[src/rtl/pipe_bank_tracker.sv]
module pipe_bank_tracker (
  input  logic       clk,
  input  logic       rst,
  input  logic       pipe_in,
  input  logic       pipe_ctrl,
  input  logic       dual_bank,
  input  logic       sw_done,
  input  logic       eng_done,
  input  logic       bank_int_en,
  input  logic       ram_underflow,
  input  logic       err_clr,
  output logic [1:0] cur_bank,
  output logic [1:0] busy_cnt,
  output logic       rw_ok,
  output logic       bank_int,
  output logic       ram_err
);

  logic [1:0] lim;
  logic [1:0] busy_q;
  logic       sw_acc, eng_acc, inc, dec;
  logic       sw_acc_q, bank_q, err_q;

  assign lim     = dual_bank ? 2'd2 : 2'd1;
  assign rw_ok   = pipe_in ? (busy_q != 2'd0) : (busy_q < lim);
  assign sw_acc  = sw_done && rw_ok;
  assign eng_acc = eng_done && (pipe_in ? (busy_q < lim) : (busy_q != 2'd0));
  assign inc     = pipe_in ? eng_acc : sw_acc;
  assign dec     = pipe_in ? sw_acc : eng_acc;

  always_ff @(posedge clk) begin
    if (rst)
      busy_q <= 2'd0;
    else if (inc && !dec)
      busy_q <= busy_q + 2'd1;
    else if (dec && !inc)
      busy_q <= busy_q - 2'd1;
  end

  always_ff @(posedge clk) begin
    if (rst) begin
      sw_acc_q <= 1'b0;
      bank_q   <= 1'b0;
    end else begin
      sw_acc_q <= sw_acc;
      if (pipe_ctrl || !dual_bank)
        bank_q <= 1'b0;
      else if (sw_acc_q)
        bank_q <= ~bank_q;
    end
  end

  always_ff @(posedge clk) begin
    if (rst)
      err_q <= 1'b0;
    else if (ram_underflow && pipe_in)
      err_q <= 1'b1;
    else if (err_clr)
      err_q <= 1'b0;
  end

  assign cur_bank = {1'b0, bank_q};
  assign busy_cnt = busy_q;
  assign ram_err  = err_q;
  assign bank_int = bank_int_en && (pipe_in ? (busy_q == 2'd0) : (busy_q == lim));

  p_busy_legal_r2: assert property (@(posedge clk) disable iff (rst)
    busy_cnt != 2'b11);

  p_out_fill_r3: assert property (@(posedge clk) disable iff (rst)
    !pipe_in && sw_acc && !eng_acc |=> busy_cnt == $past(busy_cnt) + 2'd1);

  p_in_fill_r4: assert property (@(posedge clk) disable iff (rst)
    pipe_in && eng_acc && !sw_acc |=> busy_cnt == $past(busy_cnt) + 2'd1);

  p_cancel_r5: assert property (@(posedge clk) disable iff (rst)
    sw_acc && eng_acc |=> $stable(busy_cnt));

  p_blocked_sw_r6: assert property (@(posedge clk) disable iff (rst)
    sw_done && !rw_ok && !eng_done |=> $stable(busy_cnt));

  p_bank_lag_r7: assert property (@(posedge clk) disable iff (rst)
    $past(!rst) && $past(sw_acc) && dual_bank && !pipe_ctrl &&
    $past(dual_bank && !pipe_ctrl) |=> cur_bank != $past(cur_bank));

  p_bank_zero_r8: assert property (@(posedge clk) disable iff (rst)
    pipe_ctrl || !dual_bank |=> cur_bank == 2'b00);

  p_err_hold_r10: assert property (@(posedge clk) disable iff (rst)
    ram_err && !err_clr |=> ram_err);

  p_err_clear_r10: assert property (@(posedge clk) disable iff (rst)
    err_clr && !(ram_underflow && pipe_in) |=> !ram_err);

endmodule

[config.mk]
export PLATFORM = sky130hd
export DESIGN_NAME = pipe_bank_tracker
export DESIGN_NICKNAME = d
export VERILOG_FILES = /design/src/rtl/pipe_bank_tracker.sv
export SDC_FILE = /design/constraint.sdc
export NUM_CORES = 1
export LEC_CHECK = 0
export BUFFER_PORTS_ARGS = -buffer_cell sky130_fd_sc_hd__buf_2
export CAP_MARGIN = 20
export CORE_AREA = 2 2 39 41
export DETAILED_ROUTE_END_ITERATION = 10
export DIE_AREA = 0 0 41 43
export GPL_TIMING_DRIVEN = 0
export PLACE_DENSITY_LB_ADDON = 0.15
export SLEW_MARGIN = 20
export SYNTH_ARGS = -nofsm -noshare
export SYNTH_HDL_FRONTEND = slang
export SYNTH_SLANG_ARGS = --single-unit
[constraint.sdc]
create_clock -name clk -period 5 [get_ports clk]
set_input_delay 0.25 -clock clk [delete_from_list [all_inputs] [get_ports clk]]
set_output_delay 0.25 -clock clk [all_outputs]
set_load 0.05 [all_outputs]
==> results.toml <==
[setup_path]
cp-start-kind = "flop"
critPathKind = "flop to output port"
critPathCaptureType = "output port"
crit_arrival_ns = 1.65
reg2reg_depth = 6
timing.rr.start = "busy_cnt[1]"
r2r-end = "busy_cnt[1]"
crit_start = "busy_cnt[1]"
cp-endpoint = "rw_ok"
required_ns = 4.75
r2r_setup_slack_ns = 3.16
cp_max_fo = 6

[synthesis]
postSynthCellCount = 38
synth_area_per_cell_um2 = 8.758
synth.largest_area_cell = "dfxtp_1"
ys_top_cells_by_count = "dfxtp_1, a21oi_1, buf_4, ha_1, inv_1"
netlist_area_um2 = 332.8
ys_types = 22
synth_seq_cells = 5
synth_most_common_cell = "dfxtp_1"
yosys_warnings = 0
synth-edff-count = 0
synthFlopType = "dfxtp_1"
synth_area_leaders = "dfxtp_1, ha_1, buf_4"
synthArstFlopShare = 0
synth-seq-area-share = 0.3008
netlist.area_leader.share = 0.3008
syn-num-nets = 51

[sta]
clock_skew_ns = 0.00003778
final_hold_viol_count = 0
setup_violations = 0
fin_ws_ns = 3.103
max_freq_ghz = 0.5270
rsz0062_at_grt = "no"
period_share = 0.3795
finalSetupTns_ns = 0
period_needed_ns = 1.897
final_max_slew_viol_count = 0

[global_routing]
track_usage = 0.08040
grt_max_degree = 9
grt_pass1_wl_um = 959
antenna_found_initial = 0
first_global_vias = 245
grt_remaining_overflow = 0

[route]
final_antenna_net_count = 0
post-route-drc-count = 0
firstDrtPassIters = 1
vias_per_cell = 4.042
finalWirelength_um = 640
drt_iter0_drc = 0
vias = 291
avgRoutedWirePerCell_um = 8.889

[clocking]
cts_resized = 0
numCtsBuffers = 3
cts.path.max_buffers = 2
worstSkewPairLatency_ns = 0.24
clkTransAtPathRegs_ns = 0.05
holdBufCountCts = 0
clock_sinks = 5
cts.root.buffer_cell = "clkbuf_4"
tritoncts = "yes"
cts_setup_buffers = 0
htree_levels = 1

[layout]
flow.area_growth_from_synthesis_pct = 35.34
layout.nets = 70
drive_above_1_share = 0.4286
finish.utilization = 0.3255
antenna_cells = 0
fillers = 152

[floorplanning]
fp.dieH_um = 43
die_x_um = 41
core_um2 = 1384
dieArea_um2 = 1763
num_rows = 14
ioPinCount = 17
start_util = 0.2405

[placement]
io_buffer_count = 14
place.gp.congestion = 0.7034
hpwl_um = 513.4
place_ws_ns = 3.115

[flow_run]
timing.max_cap.violations = 0

[min_path]
hold_class = "input port to flop"
min_path_cells = 2

[pwr]
vdd_drop_max_mv = 0.2201
pwr_density_cell_nw_per_um2 = 533.2
leakagePower_nw = 0.2256

[run_status]
status = "complete, no violations"
flip-flops by register name (all words and copies together), names as in the netlist:
signal,flops
sw_acc_q,1
ram_err,1
bank_q,1
busy_cnt,2
layout by cell type (no fill, tap or decap), types with 2 or more instances in the layout:
master and n:
dfxtp_1 5, buf_2 14, nand2_1 2, buf_4 3, o21ai_0 2, ha_1 3
a21oi_1 3, xor2_1 2, nor2_1 2, clkbuf_4 3, inv_1 3
layout make-up:
type	instances	area (um2)	share of cell area
tap	16	20.02	0.04444
clock buffer	3	22.52	0.05000
multi-input combinational	27	198.9	0.4417
buffer	3	22.52	0.05000
inverter	3	11.26	0.02500
sequential	5	100.1	0.2222
clock inverter	1	5.005	0.01111
timing repair buffer	14	70.07	0.1556
kinds of logic (layout without fill, tap and decap cells):
logic type | after synthesis | in the layout | synth area share
AO/OA/AOI/OAI | 8 | 8 | 0.1729
XOR/XNOR | 3 | 3 | 0.07896
adder cells (fa/ha/maj) | 3 | 3 | 0.1128
buffers and inverters | 6 | 24 | 0.1015
flip-flops | 5 | 5 | 0.3008
multiplexers | 2 | 2 | 0.06391
other | 1 | 1 | 0.01127
AND/OR/NAND/NOR | 10 | 10 | 0.1580
worst max-delay path: stages, from the launching register on:
cell and delay (ns):
dfxtp_1 0.40, ha_1 0.27, nor2b_1 0.15, o21ba_2 0.21, a21oi_1 0.11, buf_2 0.27
where the power goes:
group | leakage, nW | switching (W) | internal [W]
Clock | 0.0177 | 0.0000176 | 0.0000290
Sequential | 0.0411 | 0.0000122 | 0.0000489
Combinational | 0.167 | 0.0000884 | 0.0000441
Total | 0.226 | 0.000118 | 0.000122
per-layer routing:
layer / wire length [um] / vias up / share of wire / track usage
met2: 268 / 11 / 0.42 / 0.1031
li1: - / 163 / - / -
met3: 41 / 0 / 0.064 / 0.03141
met1: 331 / 117 / 0.52 / 0.1129
met5: 0 / - / 0 / 0
met4: 0 / 0 / 0 / 0.04000
worst min-delay path by stage:
| stage | to | startpoint | slack (ns) |
|---|---|---|---|
| 3_3_place_gp | bank_q | pipe_ctrl | 0.42 |
| 2_1_floorplan | sw_acc_q | rst | 0.32 |
| 4_1_cts | bank_q | pipe_ctrl | 0.16 |
| 6_report | bank_q | pipe_ctrl | 0.17 |
| 5_1_grt | bank_q | pipe_ctrl | 0.16 |
| 3_5_place_dp | bank_q | pipe_ctrl | 0.42 |
through the flow:
stage,power (W),hold slack [ns],cell area (um2),std cells
4_1_cts,0.0002441,0.1601,450.4,72
5_1_grt,0.0002611,0.1603,450.4,72
6_report,0.0002402,0.1657,450.4,72
3_5_place_dp,0.0001954,0.4218,422.9,68
2_1_floorplan,0.0001673,0.3189,332.8,38
3_3_place_gp,0.0001958,0.4212,422.9,68
Note: power is estimated with default switching activity, not from simulation.
